File: src/rtl/shadow_pkg.sv
package shadow_pkg;

  localparam int SEG_CNT   = 12;
  localparam int SEG_IDX_W = $clog2(SEG_CNT);
  localparam int BOOT_SEG  = SEG_CNT - 1;

  typedef logic [1:0] seg_attr_t;
  typedef logic [SEG_IDX_W-1:0] seg_idx_t;

  localparam seg_attr_t ATTR_OFF = 2'b00;
  localparam seg_attr_t ATTR_RO  = 2'b01;
  localparam seg_attr_t ATTR_WO  = 2'b10;
  localparam seg_attr_t ATTR_RW  = 2'b11;

  localparam logic [63:0] WIN_LO   = 64'h000C_0000;
  localparam logic [63:0] WIN_HI   = 64'h0010_0000;
  localparam logic [63:0] GRAN_SZ  = 64'h0000_4000;

  // Lower bound of segment s; segment 0 spans two granules, the last spans four.
  function automatic logic [63:0] seg_base(input int s);
    logic [63:0] steps;
    steps = (s == 0) ? 64'd0 : 64'(s + 1);
    return WIN_LO + steps * GRAN_SZ;
  endfunction

  function automatic logic in_window(input logic [63:0] a);
    return (a >= WIN_LO) && (a < WIN_HI);
  endfunction

  function automatic seg_idx_t seg_of(input logic [63:0] a);
    seg_idx_t idx;
    idx = '0;
    for (int s = 1; s < SEG_CNT; s++) begin
      if (a >= seg_base(s)) idx = seg_idx_t'(s);
    end
    return idx;
  endfunction

  function automatic logic dir_enabled(input seg_attr_t at, input logic is_wr);
    return is_wr ? at[1] : at[0];
  endfunction

endpackage

File: src/rtl/shadow_seg_decode.sv
module shadow_seg_decode
  import shadow_pkg::*;
#(
  parameter int ADDR_W = 32
) (
  input  logic [ADDR_W-1:0] addr,
  output logic              hit,
  output seg_idx_t          seg
);
  logic [63:0] addr_ext;

  always_comb begin
    addr_ext = 64'(addr);
    hit      = in_window(addr_ext);
    seg      = seg_of(addr_ext);
  end
endmodule

File: src/rtl/shadow_attr_bank.sv
module shadow_attr_bank
  import shadow_pkg::*;
(
  input  logic                     clk,
  input  logic                     rst_n,
  input  logic                     boot_primary,
  input  logic                     cfg_we,
  input  seg_idx_t                 cfg_idx,
  input  seg_attr_t                cfg_attr,
  output logic [SEG_CNT-1:0][1:0]  attr_vec
);
  logic cfg_in_range;
  assign cfg_in_range = (int'(cfg_idx) < SEG_CNT);

  for (genvar s = 0; s < SEG_CNT; s++) begin : g_seg
    seg_attr_t slot_q;
    seg_attr_t reset_val;
    logic      sel;

    if (s == BOOT_SEG) begin : g_boot
      assign reset_val = boot_primary ? ATTR_RW : ATTR_OFF;
    end else begin : g_plain
      assign reset_val = ATTR_OFF;
    end

    assign sel = cfg_we && (cfg_idx == seg_idx_t'(s));

    always_ff @(posedge clk) begin
      if (!rst_n)   slot_q <= reset_val;
      else if (sel) slot_q <= cfg_attr;
    end

    assign attr_vec[s] = slot_q;
  end

  // a legal write lands in its slot one cycle later
  assert_cfg_load_R7: assert property (@(posedge clk) disable iff (!rst_n)
    (cfg_we && cfg_in_range) |=> (attr_vec[$past(cfg_idx)] == $past(cfg_attr)));

  // out-of-range index leaves every slot alone
  assert_bad_idx_R8: assert property (@(posedge clk) disable iff (!rst_n)
    (cfg_we && !cfg_in_range) |=> $stable(attr_vec));

  // with no write the bank holds, whatever the strap does
  assert_strap_hold_R9: assert property (@(posedge clk) disable iff (!rst_n)
    !cfg_we |=> $stable(attr_vec));

  // reset defaults as seen on release
  assert_boot_default_R6: assert property (@(posedge clk) disable iff (!rst_n)
    $rose(rst_n) |-> (attr_vec[BOOT_SEG] == ($past(boot_primary) ? ATTR_RW : ATTR_OFF))
                     && (attr_vec[0] == ATTR_OFF));
endmodule

File: src/rtl/shadow_claim.sv
module shadow_claim
  import shadow_pkg::*;
(
  input  logic                     clk,
  input  logic                     rst_n,
  input  logic                     acc_valid,
  input  logic                     acc_write,
  input  logic                     hit,
  input  seg_idx_t                 seg,
  input  logic [SEG_CNT-1:0][1:0]  attr_vec,
  output logic                     mem_claim,
  output logic                     bridge_fwd
);
  seg_attr_t sel_attr;
  logic      dir_ok;
  logic      live;

  always_comb begin
    sel_attr = ATTR_OFF;
    for (int s = 0; s < SEG_CNT; s++) begin
      if (seg == seg_idx_t'(s)) sel_attr = attr_vec[s];
    end
    dir_ok     = dir_enabled(sel_attr, acc_write);
    live       = acc_valid && hit;
    mem_claim  = live && dir_ok;
    bridge_fwd = live && !dir_ok;
  end

  assert_one_target_R3: assert property (@(posedge clk) disable iff (!rst_n)
    !(mem_claim && bridge_fwd));

  assert_window_answered_R3: assert property (@(posedge clk) disable iff (!rst_n)
    (acc_valid && hit) |-> (mem_claim || bridge_fwd));

  assert_outside_quiet_R1: assert property (@(posedge clk) disable iff (!rst_n)
    !hit |-> (!mem_claim && !bridge_fwd));

  assert_idle_quiet_R2: assert property (@(posedge clk) disable iff (!rst_n)
    !acc_valid |-> (!mem_claim && !bridge_fwd));
endmodule

File: src/rtl/shadow_region_decoder.sv
module shadow_region_decoder
  import shadow_pkg::*;
#(
  parameter int ADDR_W = 32
) (
  input  logic              clk,
  input  logic              rst_n,
  input  logic              boot_primary,
  input  logic              cfg_we,
  input  logic [3:0]        cfg_idx,
  input  logic [1:0]        cfg_attr,
  input  logic              acc_valid,
  input  logic              acc_write,
  input  logic [ADDR_W-1:0] acc_addr,
  output logic              mem_claim,
  output logic              bridge_fwd
);
  logic                    dec_hit;
  seg_idx_t                dec_seg;
  logic [SEG_CNT-1:0][1:0] attr_vec;

  shadow_seg_decode #(.ADDR_W(ADDR_W)) u_decode (
    .addr (acc_addr),
    .hit  (dec_hit),
    .seg  (dec_seg)
  );

  shadow_attr_bank u_bank (
    .clk          (clk),
    .rst_n        (rst_n),
    .boot_primary (boot_primary),
    .cfg_we       (cfg_we),
    .cfg_idx      (seg_idx_t'(cfg_idx)),
    .cfg_attr     (cfg_attr),
    .attr_vec     (attr_vec)
  );

  shadow_claim u_claim (
    .clk        (clk),
    .rst_n      (rst_n),
    .acc_valid  (acc_valid),
    .acc_write  (acc_write),
    .hit        (dec_hit),
    .seg        (dec_seg),
    .attr_vec   (attr_vec),
    .mem_claim  (mem_claim),
    .bridge_fwd (bridge_fwd)
  );

  initial begin
    assert_addr_width_R1: assert (ADDR_W >= 21 && ADDR_W <= 64);
  end
endmodule

File: config.mk
export PLATFORM = sky130hd
export DESIGN_NAME = shadow_region_decoder
export DESIGN_NICKNAME = d
export VERILOG_FILES = /design/src/rtl/shadow_pkg.sv /design/src/rtl/shadow_seg_decode.sv /design/src/rtl/shadow_attr_bank.sv /design/src/rtl/shadow_claim.sv /design/src/rtl/shadow_region_decoder.sv
export SDC_FILE = /design/constraint.sdc
export NUM_CORES = 1
export LEC_CHECK = 0
export ABC_AREA = 1
export BUFFER_PORTS_ARGS = -buffer_cell sky130_fd_sc_hd__buf_4
export CAP_MARGIN = 20
export CORE_MARGIN = 2
export CORE_UTILIZATION = 29
export CTS_CLUSTER_DIAMETER = 120
export DETAILED_ROUTE_END_ITERATION = 12
export PLACE_DENSITY = 0.48
export SYNTH_ARGS = -nofsm -noshare
export SYNTH_HDL_FRONTEND = slang
export SYNTH_SLANG_ARGS = --single-unit
File: constraint.sdc
create_clock -name clk -period 7 [get_ports clk]
set_input_delay 1.4 -clock clk [delete_from_list [all_inputs] [get_ports clk]]
set_output_delay 1.4 -clock clk [all_outputs]
set_load 0.01 [all_outputs]
==> results of run 1 <==
layer usage:
metal / GRT usage / vias to the layer above / routed length (microns)
met5: 0 / - / 0
met4: 0.0373 / 0 / 57
met3: 0.0256 / 6 / 188
met2: 0.250 / 38 / 1950
met1: 0.207 / 784 / 2430
li1: - / 1008 / -
worst paths after layout:
check / from / end / slack (ns) / cells after the start
max: acc_addr[21] / bridge_fwd / 1.87 / 21
min: u_bank.g_seg[4].slot_q[1] / u_bank.g_seg[4].slot_q[1] / 0.46 / 2
max reg2reg: u_bank.g_seg[2].slot_q[0] / u_bank.g_seg[2].slot_q[0] / 6.35 / 2
min reg2reg: u_bank.g_seg[4].slot_q[1] / u_bank.g_seg[4].slot_q[1] / 0.46 / 2
placed cells by master, fill, tap and decap left out:
cell	n
a21oi_1	9
a21oi_2	1
a21oi_4	2
buf_4	45
clkbuf_8	3
clkinv_1	2
dfxtp_1	22
edfxtp_1	2
inv_1	44
inv_2	5
inv_4	1
nand2_1	52
nand2_2	2
nand2_4	3
nand3_1	10
nand4_1	10
nor2_1	78
nor2_2	4
nor2_4	1
nor3_1	6
nor3_2	1
nor4_1	2
nor4_2	1
nor4_4	1
o211ai_1	1
o21ai_0	25
o21ai_2	2
o41ai_1	1
or2_2	1
through the flow:
stage,hold WS [ns],cells,setup WS [ns],util
after floorplan,0.424,292,2.33,-
after CTS,0.464,412,1.86,0.375
after global placement,0.443,408,1.84,0.367
after global routing,0.497,412,1.47,0.375
final,0.463,412,1.87,0.375
after detailed placement,0.450,408,1.87,0.367
layout make-up:
cell class	instances	area, sq um
clock buffers	3	41.3
repair buffers	45	338
well taps	75	93.8
multi-input cells	213	1020
inverters	51	194
fillers	664	3660
clock inverters	1	3.75
flip-flops and latches	24	500
cells by family after synthesis:
family	Yosys count	synth area share
AND/OR/NAND/NOR	172	0.448
buffers and inverters	55	0.121
flip-flops	24	0.289
AO/OA/AOI/OAI	41	0.142
worst max-delay path, stage by stage:
cell and delay (ns):
buf_4 0.11, nor2_2 0.14, nand2_1 0.12, nor2_4 0.16, inv_2 0.08, nor4_1 0.32, nand2_1 0.12, o211ai_1 0.18
a21oi_4 0.12, inv_4 0.10, nor2_2 0.05, nand2_1 0.07, nor2_1 0.04, nor2_1 0.10, nand4_1 0.09, nor2_1 0.10
nand4_1 0.09, nand2_1 0.09, nand2_1 0.07, nor2_2 0.07, buf_4 0.12
power by group:
group | switching, mW | internal, mW | total (mW)
sequential | 0.00195 | 0.142 | 0.144
combinational | 0.0246 | 0.0225 | 0.0472
clock | 0.0448 | 0.0393 | 0.0841
total | 0.0714 | 0.204 | 0.276
==> results.md, run 1 <==
## Status
- finished, final reports clean — run status

## Routing
- 4.46 — vias per cell
- 4620 microns — Detailed Route WL
- 0 — remaining design rule violation count
- 4 — router iterations before antenna repair
- 11.2 microns — mean routed wirelength per cell
- 0 — remaining number of nets flagged by the antenna check after routing
- 48 — Starting DRT DRC Count
- 1,836 — vias after detailed routing

## Power and ir drop
- 59.4 uV — VDD IR max
- 0.965 nW — leak pwr
- 126 nW/um^2 — power density over the cells
- 0.276 mW — Total Power

## Finish
- 0.217 — proportion of layout cells with a drive suffix above 1
- 0 — count of antenna diodes in the layout
- 26.7% — area growth from synthesis to layout
- 2190 sq um — post-route cell area
- 382 — Final #Nets
- 24 — flip-flop count of the largest register, all copies and words added
- u_bank.g_seg.slot_q: 24 flops — largest registers in the final layout
- u_bank.g_seg.slot_q — Most flops, register

## Setup path
- 5.60 ns — required time worst endpoint
- 6 — Critical Path Fanout Max
- primary input to output pin — kind of critical path
- primary input — CP startpoint kind
- 3.73 ns — Data arrival, critical path
- output pin — Critical Path End Type

## Clocking
- 0.08 ns — clock input transition at the sequential cells of the worst setup and hold paths
- 3 — number of buffers added by the clock tree synthesis step
- 1 — H-Tree Level Count
- 0.27 ns — clock latency on the worst-skew pair
- 0 — Setup Fix Bufs, Post-CTS
- yes — CTS tree
- 0 — quantity of hold-fixing buffers added after cts
- 24 — clock sinks
- 2 — number of buffers between clock root and the deepest sink
- clkbuf_8 — cell chosen for the clock root
- 0 — cts repair resizes

## Global routing
- 27 — largest net degree at the start of global routing
- 0 — initial antenna violation count
- 0 — GRT Residual Overflow
- 1,743 — vias in the first global route
- 7940 microns — wire length of the first global-routing pass
- 0.152 — GRT Overall Usage

## STA
- 0 — final setup fails
- 0.688 ns — transition at the pin with the smallest max-transition slack
- 0.195 GHz — maximum operating frequency
- 0.733 — final worst path period share
- 0.536 — remaining max-slew budget at the tightest pin
- 0 — number of hold-slack violations in the final timing report
- no — setup repair after global routing missed its margin
- 5.13 ns — Final min period
- 0 ns — aggregate negative setup slack
- 0 — final count of pins violating max slew
- 0 ns — worst clock skew

## Die
- 5850 sq um — placeable core region
- 46 — num ports
- 81.2 microns — height of the chip
- 81.2 microns — Horiz. Die Dim
- 6600 sq um — area of the die
- 28 — number of placement rows
- 0.296 — Initial Util

## Yosys
- nor2_1 — most frequent cell after synthesis
- 28 — number of unique standard cell types used by synthesis
- 0.289 — sequential fraction of the synthesis area
- 78 x nor2_1, 52 x nand2_1, 44 x inv_1 — commonest cells in the synthesized netlist
- 2 — count of flip-flops with a built-in enable after synthesis
- dfxtp_1 — most common flop cell mapped by yosys
- dfxtp_1 — cell type with the highest aggregate area in the netlist
- 1730 sq um — netlist area before placement
- 24 — post-synthesis register bit count
- 0 — synthesis warning total
- 0 — share of async-settable or async-resettable flops after synthesis
- 5.93 sq um — syn_area_per_cell
- 292 — post-synthesis instance total
- 336 — Net Count, Synth
- 0.255 — share of the synthesized area in the top cell type
- dfxtp_1 25%, nor2_1 17%, nand2_1 11% — top cells by area, synth

## Place
- 0.845 — placer's final routability congestion estimate
- 2150 sq um — dpl cell area
- 3780 microns — HPWL Detailed
- 45 — count of input and output buffers

## Job
- 0 — Maximum Capacitance Violations

## Hold path
- flip-flop to flip-flop — worst hold-check path type

Power figures use the tool's default switching activity.
==> inputs of run 2 (changes only) <==
Settings changed: ABC_AREA 1 to 0, PLACE_DENSITY 0.48 to 0.5.
Clock period 7 ns to 4.4 ns, I/O delays scaled along.
==> run 2 against run 1 <==
Net effect: register-to-register slack got worse by 2.6 ns; worst hold slack better by 0.020 ns; sequential share of layout area up 2.0 points; non-clock buffer count down 8; combinational power grew 46%; power up 69%; count of clock-buffer cells in the layout increased by 1; setup slack got worse by 1.7 ns; first-iteration DRC count increased by 100%; critical endpoint unchanged; largest power group unchanged.
==> results.md, run 2 <==
## Setup path
- u_bank.g_seg[6].slot_q[1] — end of the worst register-to-register path
- u_bank.g_seg[6].slot_q[1] — worst flop-to-flop path startpoint
- output pin — Critical Path End Type
- simple AND/OR/NAND/NOR gates — cell class contributing the biggest share of worst-path delay
- primary input to output pin — kind of critical path
- 3.52 ns — required time worst endpoint
- 2 — Bufs and invs on worst path
- 3.72 ns — slack of the worst reg-to-reg path
- or4b_1 — cell with the largest stage delay on the worst path
- 2 — reg2reg path depth
- primary input — CP startpoint kind
- 3.39 ns — Data arrival, critical path
- 0.52 ns — biggest cell delay along the critical path
- 4 — Critical Path Fanout Max
- buf_4 — Most Frequent Cell on Critical Path
- buf_4 > nor4_4 > nand4_4 > a311o_1 > or3_1 > o311ai_1 > or4b_1 > and3b_1 > buf_4 — sequence of cells on the critical path
- 9 — number of gates on the worst path with buffers counted

## Yosys
- 1610 sq um — netlist area before placement
- 8.05 sq um — syn_area_per_cell
- 2 — count of flip-flops with a built-in enable after synthesis
- 24 x nand2_1, 22 x dfxtp_1, 15 x nor2_1 — commonest cells in the synthesized netlist
- 0.274 — share of the synthesized area in the top cell type
- 0.311 — sequential fraction of the synthesis area
- dfxtp_1 — cell type with the highest aggregate area in the netlist
- 0 — share of async-settable or async-resettable flops after synthesis
- dfxtp_1 — most common flop cell mapped by yosys
- dfxtp_1 27%, mux2i_1 6.2%, a21boi_0 5.6% — top cells by area, synth
- 244 — Net Count, Synth
- nand2_1 — most frequent cell after synthesis
- 0 — synthesis warning total
- 200 — post-synthesis instance total
- 24 — post-synthesis register bit count
- 45 — number of unique standard cell types used by synthesis

## Place
- 31 — count of input and output buffers
- 3510 microns — HPWL Detailed
- 0.858 — placer's final routability congestion estimate
- 302 — placed cell count

## Die
- 6160 sq um — area of the die
- 78.5 microns — Horiz. Die Dim
- 46 — num ports
- 78.5 microns — height of the chip
- 0.296 — Initial Util
- 27 — number of placement rows
- 5440 sq um — placeable core region

## Power and ir drop
- 172 uV — VDD IR max
- 231 nW/um^2 — power density over the cells
- 0.761 nW — leak pwr
- 0.466 mW — Total Power

## Global routing
- 1,446 — vias in the first global route
- 0 — initial antenna violation count
- 7250 microns — wire length of the first global-routing pass
- 27 — largest net degree at the start of global routing
- 0.150 — GRT Overall Usage
- 0 — GRT Residual Overflow

## Clocking
- yes — CTS tree
- 0.08 ns — clock input transition at the sequential cells of the worst setup and hold paths
- 3 — number of buffers added by the clock tree synthesis step
- 24 — clock sinks
- 0 — quantity of hold-fixing buffers added after cts
- 2 — number of buffers between clock root and the deepest sink
- 1 — H-Tree Level Count
- 0 — cts repair resizes
- clkbuf_8 — cell chosen for the clock root
- 0.27 ns — clock latency on the worst-skew pair
- 0 — Setup Fix Bufs, Post-CTS

## Finish
- 279 — Final #Nets
- 578 — fill cell total of the finished layout
- 24 — flip-flop count of the largest register, all copies and words added
- 1070 sq um — area used by multi-input combinational logic
- u_bank.g_seg.slot_q — Most flops, register
- 0.371 — final design utilization
- 0.197 — proportion of layout cells with a drive suffix above 1
- 306 — final cell count without fillers
- 25.3% — area growth from synthesis to layout
- 0 — count of antenna diodes in the layout
- u_bank.g_seg.slot_q: 24 flops — largest registers in the final layout
- buf_4 — most frequent standard cell in the layout excluding fill and tap cells
- 500 sq um — sequential standard cell area
- 37 x buf_4, 24 x nand2_1, 22 x dfxtp_1, 15 x nor2_1, 14 x o21ai_0 — most used cells in the layout excluding fill and tap cells

## STA
- 0 — final count of pins violating max slew
- 0.604 — remaining max-slew budget at the tightest pin
- 4.27 ns — Final min period
- 0 — number of hold-slack violations in the final timing report
- 0 ns — aggregate negative setup slack
- 0.970 — final worst path period share
- 0.234 GHz — maximum operating frequency
- no — setup repair after global routing missed its margin
- 0.483 ns — worst hold-check slack
- 0 — final setup fails
- 0.593 ns — transition at the pin with the smallest max-transition slack
- 0 ns — worst clock skew

## Hold path
- 2 — Hold Path Depth
- u_bank.g_seg[6].slot_q[0] — endpoint with the worst hold slack
- flip-flop to flip-flop — worst hold-check path type
- u_bank.g_seg[6].slot_q[0] — Hold Path Origin

## Routing
- 4480 microns — Detailed Route WL
- 5.22 — vias per cell
- 0 — remaining design rule violation count
- 0 — remaining number of nets flagged by the antenna check after routing
- 14.6 microns — mean routed wirelength per cell
- 1,598 — vias after detailed routing
- 98 — Starting DRT DRC Count
- 4 — router iterations before antenna repair

## Job
- 0 — Maximum Capacitance Violations

## Status
- finished, final reports clean — run status

run 2: worst reg2reg max path, delay by kind of cell (launching register included):
kind           cells  cell delay (ns)
flip-flops         1             0.36
AO/OA/AOI/OAI      2             0.26
run 2: power by group:
part	switching, mW	internal [mW]
Combinational	0.0356	0.0331
Sequential	0.00200	0.225
Clock	0.0721	0.0989
Total	0.110	0.357
run 2: logic make-up after synthesis:
kind of cell,after synthesis,synth area share
AO/OA/AOI/OAI,58,0.249
multiplexers,11,0.0692
flip-flops,24,0.311
AND/OR/NAND/NOR,97,0.348
buffers and inverters,10,0.0233
run 2: layout make-up:
class                      count  area share
clock buffer                   4      0.0329
inverter                       3     0.00558
multi-input combinational    166       0.531
sequential                    24       0.248
tap                           72      0.0447
timing repair buffer          37       0.138
run 2: per-stage QoR:
stage / instance area [sq um] / setup slack [ns]
2_1_floorplan: 1610 / 0.451
3_3_place_gp: 1950 / 0.148
3_5_place_dp: 1950 / 0.147
4_1_cts: 2020 / 0.150
5_1_grt: 2020 / 0.0548
6_report: 2020 / 0.130
run 2: per-layer routing:
layer | vias up | share of wire | wire length, microns | global-route usage
met2 | 59 | 0.44 | 1960 | 0.233
met4 | 0 | 0.024 | 108 | 0.0649
met3 | 10 | 0.057 | 257 | 0.0161
met5 | - | 0 | 0 | 0
met1 | 716 | 0.48 | 2150 | 0.210
li1 | 813 | - | - | -
run 2: how the worst max path moves through the flow:
| stage | endpoint | from | slack [ns] |
|---|---|---|---|
| 6_report | bridge_fwd | acc_addr[30] | 0.13 |
| 5_1_grt | bridge_fwd | acc_addr[26] | 0.05 |
| 4_1_cts | bridge_fwd | acc_addr[30] | 0.15 |
| 3_5_place_dp | bridge_fwd | acc_addr[30] | 0.15 |
| 3_3_place_gp | bridge_fwd | acc_addr[30] | 0.15 |
| 2_1_floorplan | mem_claim | acc_addr[26] | 0.45 |
